===== src/rtl/sdcg_pkg.sv =====
`timescale 1ns/1ps
package sdcg_pkg;

    typedef enum logic [1:0] {
        ST_OFF    = 2'd0,
        ST_RUN    = 2'd1,
        ST_FINISH = 2'd2
    } sdcg_state_e;

    // Field placement inside the control word (neighbouring software decodes these)
    localparam int EN_BITS  = 3;
    localparam int DIV_LSB  = 4;

endpackage


===== src/rtl/sdcg_csr.sv =====
`timescale 1ns/1ps
module sdcg_csr #(
    parameter int          ADDR_W = 12,
    parameter logic [11:0] OFFSET = 12'h02C,
    parameter int          PRE_W  = 8,
    parameter int          DIV_W  = 4
) (
    input  logic              clk,
    input  logic              rst,
    input  logic              wr_en,
    input  logic [ADDR_W-1:0] addr,
    input  logic [31:0]       wdata,
    output logic [31:0]       rdata,
    output logic [PRE_W-1:0]  pre_f,
    output logic [DIV_W-1:0]  div_f,
    output logic [2:0]        en_f
);
    import sdcg_pkg::*;

    localparam int PRE_LSB = DIV_LSB + DIV_W;
    localparam logic [31:0] FIELD_MASK =
        ((32'h1 << (PRE_LSB + PRE_W)) - 32'h1) & ~((32'h1 << DIV_LSB) - 32'h1);
    localparam logic [31:0] KEEP_MASK = FIELD_MASK | ((32'h1 << EN_BITS) - 32'h1);

    logic [31:0] csr_q;
    logic        hit;

    assign hit = (addr == ADDR_W'(OFFSET));

    always_ff @(posedge clk) begin
        if (rst)
            csr_q <= '0;
        else if (wr_en && hit)
            csr_q <= wdata & KEEP_MASK;
    end

    assign rdata = hit ? csr_q : 32'h0;
    assign pre_f = csr_q[PRE_LSB +: PRE_W];
    assign div_f = csr_q[DIV_LSB +: DIV_W];
    assign en_f  = csr_q[2:0];

    AST_CSR_WRITE: assert property (@(posedge clk) disable iff (rst)
        (wr_en && hit) |=> (rdata == ($past(wdata) & KEEP_MASK)) || !hit);
    AST_MISS_WRITE: assert property (@(posedge clk) disable iff (rst)
        (wr_en && !hit) |=> $stable(csr_q));

endmodule


===== src/rtl/sdcg_decode.sv =====
`timescale 1ns/1ps
module sdcg_decode #(
    parameter int PRE_W = 8,
    parameter int DIV_W = 4,
    parameter int SH_W  = 4,
    parameter int POS_W = 12
) (
    input  logic [PRE_W-1:0] pre_code,
    input  logic [DIV_W-1:0] div_code,
    output logic [SH_W-1:0]  shift,
    output logic [PRE_W-1:0] pre_max,
    output logic [POS_W:0]   n_total,
    output logic [POS_W-1:0] l_half
);
    logic [PRE_W:0] pre_div;
    logic [PRE_W:0] pre_div_m1;
    logic [POS_W:0] lin_div;

    // Highest set bit wins: ascending scan, later hits overwrite earlier ones
    always_comb begin
        shift = '0;
        for (int i = 0; i < PRE_W; i++)
            if (pre_code[i]) shift = SH_W'(i + 1);
    end

    always_comb begin
        pre_div    = (PRE_W+1)'(1) << shift;
        pre_div_m1 = pre_div - (PRE_W+1)'(1);
        pre_max    = pre_div_m1[PRE_W-1:0];
        lin_div    = (POS_W+1)'(div_code) + (POS_W+1)'(1);
        n_total    = lin_div << shift;
        l_half     = n_total[POS_W:1];
    end

endmodule


===== src/rtl/sdcg_counter.sv =====
`timescale 1ns/1ps
module sdcg_counter #(
    parameter int PRE_W = 8,
    parameter int DIV_W = 4,
    parameter int SH_W  = 4,
    parameter int POS_W = 12
) (
    input  logic             clk,
    input  logic             rst,
    input  logic             clr,
    input  logic             adv,
    input  logic [PRE_W-1:0] pre_max,
    input  logic [DIV_W-1:0] div_max,
    input  logic [SH_W-1:0]  shift,
    output logic [POS_W-1:0] pos,
    output logic             at_end
);
    logic [PRE_W-1:0] pre_cnt;
    logic [DIV_W-1:0] div_cnt;
    logic             pre_wrap;

    assign pre_wrap = (pre_cnt == pre_max);

    always_ff @(posedge clk) begin
        if (rst || clr) begin
            pre_cnt <= '0;
            div_cnt <= '0;
        end else if (adv) begin
            if (pre_wrap) begin
                pre_cnt <= '0;
                div_cnt <= (div_cnt == div_max) ? '0 : div_cnt + 1'b1;
            end else begin
                pre_cnt <= pre_cnt + 1'b1;
            end
        end
    end

    assign pos    = (POS_W'(div_cnt) << shift) | POS_W'(pre_cnt);
    assign at_end = pre_wrap && (div_cnt == div_max);

    AST_PRE_RANGE: assert property (@(posedge clk) disable iff (rst)
        !clr |=> (pre_cnt <= pre_max));
    AST_DIV_RANGE: assert property (@(posedge clk) disable iff (rst)
        !clr |=> (div_cnt <= div_max));
    AST_CLR_ZERO: assert property (@(posedge clk) disable iff (rst)
        clr |=> (pos == '0));

endmodule


===== src/rtl/sdclk_gen.sv =====
`timescale 1ns/1ps
module sdclk_gen #(
    parameter int          ADDR_W = 12,
    parameter logic [11:0] OFFSET = 12'h02C,
    parameter int          PRE_W  = 8,
    parameter int          DIV_W  = 4
) (
    input  logic              clk,
    input  logic              rst,
    input  logic              wr_en,
    input  logic [ADDR_W-1:0] addr,
    input  logic [31:0]       wdata,
    output logic [31:0]       rdata,
    output logic              sd_clk,
    output logic              clk_stb,
    output logic              clk_active
);
    import sdcg_pkg::*;

    localparam int SH_W  = $clog2(PRE_W + 1);
    localparam int POS_W = PRE_W + DIV_W;

    sdcg_state_e      state, state_d;
    logic [PRE_W-1:0] pre_f, act_pre;
    logic [DIV_W-1:0] div_f, act_div;
    logic [2:0]       en_f;
    logic [SH_W-1:0]  shift;
    logic [PRE_W-1:0] pre_max;
    logic [POS_W:0]   n_total;
    logic [POS_W-1:0] l_half;
    logic [POS_W-1:0] pos;
    logic             at_end;
    logic             go, cfg_chg, evt, load, clr, adv;
    logic             running, hi_phase;
    logic             sd_clk_q, stb_q, act_q;

    sdcg_csr #(.ADDR_W(ADDR_W), .OFFSET(OFFSET), .PRE_W(PRE_W), .DIV_W(DIV_W)) u_csr (
        .clk(clk), .rst(rst), .wr_en(wr_en), .addr(addr), .wdata(wdata),
        .rdata(rdata), .pre_f(pre_f), .div_f(div_f), .en_f(en_f)
    );

    sdcg_decode #(.PRE_W(PRE_W), .DIV_W(DIV_W), .SH_W(SH_W), .POS_W(POS_W)) u_dec (
        .pre_code(act_pre), .div_code(act_div), .shift(shift),
        .pre_max(pre_max), .n_total(n_total), .l_half(l_half)
    );

    sdcg_counter #(.PRE_W(PRE_W), .DIV_W(DIV_W), .SH_W(SH_W), .POS_W(POS_W)) u_cnt (
        .clk(clk), .rst(rst), .clr(clr), .adv(adv), .pre_max(pre_max),
        .div_max(act_div), .shift(shift), .pos(pos), .at_end(at_end)
    );

    assign go       = (&en_f) && ({pre_f, div_f} != '0);
    assign cfg_chg  = ({pre_f, div_f} != {act_pre, act_div});
    assign evt      = !go || cfg_chg;
    assign running  = (state != ST_OFF);
    assign hi_phase = (pos >= l_half);

    // Next state and transition selection
    always_comb begin
        state_d = state;
        load    = 1'b0;
        unique case (state)
            ST_OFF: begin
                if (go) begin                         // T_START
                    state_d = ST_RUN;
                    load    = 1'b1;
                end
            end
            ST_RUN: begin
                if (evt) begin
                    if (!hi_phase || at_end) begin
                        if (go) load = 1'b1;          // T_RELOAD
                        else    state_d = ST_OFF;     // T_HALT
                    end else begin
                        state_d = ST_FINISH;          // T_DEFER
                    end
                end
            end
            ST_FINISH: begin
                if (at_end) begin
                    if (go) begin                     // T_RESUME
                        state_d = ST_RUN;
                        load    = 1'b1;
                    end else begin
                        state_d = ST_OFF;             // T_DRAIN_STOP
                    end
                end
            end
            default: state_d = ST_OFF;
        endcase
    end

    assign clr = load || (state_d == ST_OFF);
    assign adv = !clr;

    // State register and active setting
    always_ff @(posedge clk) begin
        if (rst) begin
            state   <= ST_OFF;
            act_pre <= '0;
            act_div <= '0;
        end else begin
            state <= state_d;
            if (load) begin
                act_pre <= pre_f;
                act_div <= div_f;
            end
        end
    end

    // Registered outputs
    always_ff @(posedge clk) begin
        if (rst) begin
            sd_clk_q <= 1'b0;
            stb_q    <= 1'b0;
            act_q    <= 1'b0;
        end else begin
            sd_clk_q <= running && hi_phase;
            stb_q    <= running && (pos == l_half);
            act_q    <= running;
        end
    end

    assign sd_clk     = sd_clk_q;
    assign clk_stb    = stb_q;
    assign clk_active = act_q;

    AST_STB_ON_RISE: assert property (@(posedge clk) disable iff (rst)
        $rose(sd_clk_q) |-> stb_q);
    AST_ACTIVE_COVERS_CLK: assert property (@(posedge clk) disable iff (rst)
        sd_clk_q |-> act_q);
    AST_GATED_LOW: assert property (@(posedge clk) disable iff (rst)
        (!act_q && !(&en_f)) |=> !sd_clk_q);
    AST_ZERO_CFG_OFF: assert property (@(posedge clk) disable iff (rst)
        (state == ST_OFF && {pre_f, div_f} == '0) |=> !act_q);

endmodule


===== config.mk =====
export PLATFORM = sky130hd
export DESIGN_NAME = sdclk_gen
export DESIGN_NICKNAME = d
export VERILOG_FILES = /design/src/rtl/sdcg_pkg.sv /design/src/rtl/sdcg_csr.sv /design/src/rtl/sdcg_decode.sv /design/src/rtl/sdcg_counter.sv /design/src/rtl/sdclk_gen.sv
export SDC_FILE = /design/constraint.sdc
export NUM_CORES = 1
export LEC_CHECK = 0
export CAP_MARGIN = 20
export CORE_ASPECT_RATIO = 0.9
export CORE_UTILIZATION = 38
export DETAILED_ROUTE_END_ITERATION = 10
export MAX_ROUTING_LAYER = met4
export PLACE_DENSITY = 0.66
export SYNTH_ARGS = -nofsm -noshare
export SYNTH_HDL_FRONTEND = slang
export SYNTH_SLANG_ARGS = --single-unit
export TNS_END_PERCENT = 100

===== constraint.sdc =====
create_clock -name clk -period 4 [get_ports clk]
set_input_delay 0.6 -clock clk [delete_from_list [all_inputs] [get_ports clk]]
set_output_delay 0.6 -clock clk [all_outputs]
set_load 0.05 [all_outputs]

==> results of run 1 <==
-- worst max-delay path: stages, from the launching register on --
cell       delay, ns
dfxtp_1         0.32
nor2b_1         0.12
o21bai_1        0.18
a21oi_2         0.08
o21bai_1        0.18
buf_6           0.16
buf_6           0.12
mux2_2          0.34
nor2b_1         0.13
a21oi_1         0.14
ha_1            0.27
a21o_1          0.16
a21o_1          0.18
a21oi_2         0.18
o221ai_4        0.13
buf_6           0.15
o21ai_2         0.05
nand2_2         0.08
a221oi_4        0.36
clkbuf_16       0.23
mux2i_1         0.19
-- metrics by stage --
step / total power, mW / cell area (um2)
2_1_floorplan: 0.503 / 3490
3_3_place_gp: 0.518 / 4100
3_5_place_dp: 0.519 / 4100
4_1_cts: 0.887 / 4220
5_1_grt: 0.907 / 4430
6_report: 0.887 / 4430
-- kinds of logic (layout without fill, tap and decap cells) --
family / count (synthesis) / after routing / synth area share, %
fa+ha+maj: 16 / 16 / 5.84
compound gates: 88 / 88 / 17.3
flops: 44 / 44 / 25.7
buf+inv: 54 / 105 / 9.42
mux: 23 / 23 / 7.19
other cells: 1 / 17 / 0.109
simple gates: 185 / 185 / 28.6
xor+xnor: 23 / 23 / 5.88
-- synth_stat cells, types with 5 or more instances --
cell / number / share of area (%)
nand2_1: 77 / 8.4
dfxtp_1: 44 / 26
a21oi_1: 35 / 5.1
nor2_1: 27 / 3.0
buf_4: 19 / 4.2
mux2i_1: 19 / 5.5
and2_1: 18 / 3.3
xor2_1: 18 / 4.6
ha_1: 16 / 5.8
clkbuf_1: 15 / 1.6
o21ai_0: 12 / 1.8
inv_1: 9 / 0.99
nand3_1: 9 / 1.3
a21o_1: 8 / 1.8
nor4_1: 8 / 1.5
nand4_1: 7 / 1.3
nor2b_1: 5 / 0.91
or3_1: 5 / 0.91
xnor2_1: 5 / 1.3
-- timing repair --
item,4_1_cts,5_1_grt
resized for setup,0,31
setup endpoints to repair,0,20
setup buffers,0,4
hold endpoints to repair,0,0
-- flip-flops by register name, summed over array words and instances, names as in the netlist, 2 cells and up --
signal and cells:
u_cnt.pre_cnt 8, act_pre 8, act_div 4, u_csr.csr_q 15, state 2, u_cnt.div_cnt 4
-- final timing paths --
| check | start | slack [ns] | endpoint | depth (start not counted) |
|---|---|---|---|---|
| worst max-delay path | act_pre[0] | 0.17 | act_div[1] | 20 |
| worst min-delay path | u_csr.csr_q[0] | 0.48 | u_csr.csr_q[0] | 2 |
| worst max register to register | act_pre[0] | 0.17 | act_div[1] | 20 |
| worst min register to register | u_csr.csr_q[0] | 0.48 | u_csr.csr_q[0] | 2 |
-- routing by layer --
metal / track usage (%) / vias to the layer above
met2: 31.8 / 104
met1: 26.9 / 1498
met3: 2.97 / 20
li1: - / 1626
met5: - / -
met4: 5.36 / 0
-- power by group --
part	total (mW)	leakage, nW	switching, mW	internal [mW]
Combinational	0.0716	1.47	0.0455	0.0261
Clock	0.378	0.0614	0.174	0.205
Sequential	0.438	0.354	0.0000215	0.438
-- layout make-up --
type	count	area share [%]
Multi-Input combinational cell	352	54.8
Timing Repair Buffer	87	18.3
Clock inverter	2	0.876
Inverter	10	0.848
Clock buffer	6	1.87
Sequential cell	44	19.9
Tap cell	119	3.36
==> impl_metrics.tcl, run 1 <==
set metrics [dict create \
    die_area_um2 9400 \
    drtPass1Iterations 4 \
    cap_violations 0 \
    preCtsSetupSlack_ns 0.111 \
    top_layer "met4" \
    grt_pass1_wl_mm 14.7 \
    ioPinCount 82 \
    drt-met1-wl_mm 4.24 \
    critPathMaxFanout 6 \
    worst_hold_slack_ns 0.476 \
    worst_ep_required_time_ns 4.24 \
    wl_per_cell_um 14.7 \
    place_congestion 0.889 \
    ys_seq_elements 44 \
    power_density_nw_per_um2 201 \
    route.vias.total 3248 \
    port_buffers 47 \
    fin_nets 563 \
    clkSinkCount 44 \
    seqCellArea_um2 881 \
    worst_setup_path_start_kind "register" \
    final_common_cell "nand2_1" \
    met3_length_um 450 \
    tightestPinTransition_ns 0.693 \
    start_util_pct 39.6 \
    fin_util_pct 51.2 \
    row_count 32 \
    tns_ns 0 \
    postSynthAreaPerCell_um2 7.90 \
    hold_buffers 0 \
    dpl.hpwl_mm 6.70 \
    first_global_vias 3084 \
    outcome "complete, no violations" \
    ant_nets 0 \
    antenna_found_initial 0 \
    drc_errors 0 \
    n_fill_cell 836 \
    cts_tree "done" \
    coreArea_um2 8650 \
    final_cell_mix "nand2_1, dfxtp_1, clkdlybuf4s50_1" \
    finalNonFillerCells 620 \
    seq_area_frac_synth_pct 25.7 \
    multi_input_area_um2 2420 \
    mappedNetlistArea_um2 3430 \
    finalMaxSlewViolations 0 \
    dieWidth_um 102 \
    synth.distinct_cells 67 \
    power.leakage_nw 1.89 \
    ir_drop_mv 0.139 \
    detail_route.iter0.violations 165 \
    fin_ws_ns 0.174 \
    slew_headroom_pct 53.7 \
    overflow 0 \
    setup_viol 0 \
    fin_skew_ns 0.0153 \
    crit_path_end_kind "register" \
    finalHoldViolCount 0 \
    clk_pin_slew_ns 0.10 \
    clock_latency_ns 0.31 \
    period_share_pct 95.6 \
    cts_max_path_buffers 2 \
    cts_max_level 2 \
    synth_edf_count 0 \
    routed-wl-met2_mm 4.26 \
    asyncSetResetFlopFracSynth_pct 0 \
    cts_buffers 5 \
    n_antenna_cell 0 \
    crit_type "reg2reg" \
    root_buffer "clkbuf_8" \
    cp.arrival_ns 4.06 \
    grt_max_degree 28 \
    synth_cells 434 \
    wl_mm 9.12 \
    drive_gt1_share_pct 18.2 \
    dp.cells 607 \
    vias_per_cell 5.24 \
    synth-main-ff-cell "dfxtp_1" \
    fin_crit_ns 3.83 \
    ys_warn_count 0 \
    max_freq_mhz 261 \
    syn_to_final_growth_pct 29.1 \
    die-height_um 92.1 \
    hold_class "reg2reg" \
    grtUsageTotal_pct 20.2 \
]
(Power assumes the default switching activity.)
==> run 2, diff against run 1 <==
CTS_CLUSTER_SIZE = 10   (was unset)
==> results of run 2 <==
Final layout, timing and power as in run 1 (identical DEF).
==> run 3, diff against run 2 <==
CORE_MARGIN = 2   (was unset)
==> impl_metrics.tcl, run 3 (synthesis results as in run 1) <==
set metrics [dict create \
    first_global_vias 3057 \
    crit_type "reg2reg" \
    start_util_pct 39.6 \
    grt_max_degree 28 \
    cts_max_path_buffers 2 \
    cp.arrival_ns 4.00 \
    hp-start "u_csr.csr_q[1]" \
    drc_errors 0 \
    wl_mm 8.79 \
    final_common_cell "nand2_1" \
    max_freq_mhz 265 \
    cp_cell_sequence "nor2b_1 > o21bai_1 > a21oi_2 > o21bai_1 > buf_4 > buf_4 > mux2_2 > nor2b_1 > a21oi_1 > ha_1 > a21o_1 > a21o_1 > a21oi_2 > o221ai_4 > buf_4 > o21ai_0 > nand2_1 > a221oi_4 > buf_12 > mux2i_1" \
    clock_latency_ns 0.31 \
    hold_buffers 0 \
    worst_setup_path_start_kind "register" \
    cap_violations 0 \
    regMostFlops "u_csr.csr_q" \
    die_area_um2 9790 \
    crit_top_cell "buf_4" \
    n_antenna_cell 0 \
    detail_route.iter0.violations 133 \
    clk_pin_slew_ns 0.09 \
    vias_per_cell 5.22 \
    hold_class "reg2reg" \
    port_buffers 47 \
    power_density_nw_per_um2 188 \
    ioPinCount 82 \
    antenna_found_initial 0 \
    die-height_um 94.1 \
    worstReg2RegEnd "act_pre[1]" \
    cts_max_level 2 \
    wl_per_cell_um 14.3 \
    period_share_pct 94.2 \
    fin_skew_ns 0.0112 \
    fin_crit_ns 3.77 \
    clkSinkCount 44 \
    whs_endpoint "u_csr.csr_q[1]" \
    row_count 32 \
    fin_util_pct 48.6 \
    cp_slowest_stage_delay_ns 0.33 \
    route.vias.total 3205 \
    slew_headroom_pct 54.8 \
    grtUsageTotal_pct 18.9 \
    fin_nets 558 \
    ant_nets 0 \
    tns_ns 0 \
    outcome "complete, no violations" \
    drive_gt1_share_pct 15.4 \
    cp_top_family "compound AO/OA/AOI/OAI gates" \
    dieWidth_um 104 \
    ir_drop_mv 0.142 \
    coreArea_um2 8650 \
    r2r_cells 20 \
    r2r-start "act_pre[0]" \
    dpl.hpwl_mm 6.76 \
    n_fill_cell 848 \
    crit_path_end_kind "register" \
    overflow 0 \
    tightestPinTransition_ns 0.676 \
    cts_tree "done" \
    drtPass1Iterations 7 \
    final_cell_mix "nand2_1, dfxtp_1, buf_4" \
    syn_to_final_growth_pct 22.7 \
    hold_depth 2 \
    finalMaxSlewViolations 0 \
    cts_buffers 5 \
    root_buffer "clkbuf_8" \
    postCtsSetupBuffers 0 \
    place_congestion 0.915 \
    crit_slowest_cell "mux2_2" \
    critPathMaxFanout 12 \
    top_regs "u_csr.csr_q (15), act_pre (8), u_cnt.pre_cnt (8)" \
    r2r_setup_slack_ns 0.23 \
    worst_ep_required_time_ns 4.23 \
    path_buf_inv 4 \
    finalHoldViolCount 0 \
    cts_resized 0 \
    grt_pass1_wl_mm 14.6 \
    largest_register_ffs 15 \
    setup_viol 0 \
    power.leakage_nw 1.83 \
]
## run 3: cell count changes in the layout (fill, tap and decap cells not counted), moves of 2 or more
cell	previous run	this run
o21ai_2	2	0
o21ai_0	10	12
buf_4	39	43
a21oi_1	29	31
ha_4	3	0
clkdlybuf4s50_1	42	37
mux2i_1	17	19
ha_1	13	16
a21oi_2	7	5
mux2i_2	2	0
buf_6	3	0
## run 3: layer usage
layer,global-route usage [%],vias up,share of wire (%)
li1,-,1615,-
met1,23.7,1471,47
met2,31.0,99,46
met3,2.77,20,4.4
met4,7.21,0,2.5
met5,-,-,0
## run 3: worst max path at each step
stage	from	to	slack [ns]	cells past startpoint
2_1_floorplan	act_pre[1]	u_cnt.pre_cnt[2]	0.12	19
3_3_place_gp	act_pre[3]	u_cnt.pre_cnt[6]	0.19	16
3_5_place_dp	act_pre[3]	u_cnt.pre_cnt[7]	0.14	16
4_1_cts	act_pre[3]	u_cnt.pre_cnt[7]	0.09	16
5_1_grt	act_pre[0]	u_cnt.pre_cnt[6]	-0.03	18
6_report	act_pre[0]	act_pre[1]	0.23	20
## run 3: power breakdown
part	internal [mW]	switching (mW)	leakage, nW	total [mW]
logic	0.0260	0.0454	1.44	0.0714
clock network	0.119	0.163	0.0400	0.281
registers	0.438	0.0000217	0.354	0.438
total	0.582	0.208	1.83	0.790
## run 3: final cells by class
| cell class | instances | area [um2] | share of cell area [%] |
|---|---|---|---|
| clock buffers | 5 | 68.8 | 1.64 |
| clock inverters | 2 | 12.5 | 0.298 |
| inverters | 10 | 37.5 | 0.893 |
| multi-input cells | 352 | 2320 | 55.3 |
| flip-flops and latches | 44 | 881 | 20.9 |
| well taps | 119 | 149 | 3.54 |
| repair buffers | 82 | 733 | 17.4 |
## run 3: worst reg2reg max path, stage by stage (launching register included)
cell and delay [ns]:
dfxtp_1 0.31, nor2b_1 0.12, o21bai_1 0.14, a21oi_2 0.08, o21bai_1 0.13, buf_4 0.19, buf_4 0.14, mux2_2 0.33
nor2b_1 0.13, a21oi_1 0.15, ha_1 0.27, a21o_1 0.16, a21o_1 0.18, a21oi_2 0.18, o221ai_4 0.14, buf_4 0.17
o21ai_0 0.07, nand2_1 0.12, a221oi_4 0.28, buf_12 0.19, mux2i_1 0.20
## run 3: metrics by stage
step                worst slack [ns]  cell area [um2]  cells  hold WS (ns)  total power [mW]
detailed placement             0.136             4080    607         0.457             0.519
CTS                           0.0946             4170    614         0.472             0.802
finish                         0.233             4210    614         0.474             0.790
global placement               0.186             4080    607         0.454             0.518
floorplan                      0.117             3490    450         0.441             0.503
global route                 -0.0311             4210    614         0.488             0.817
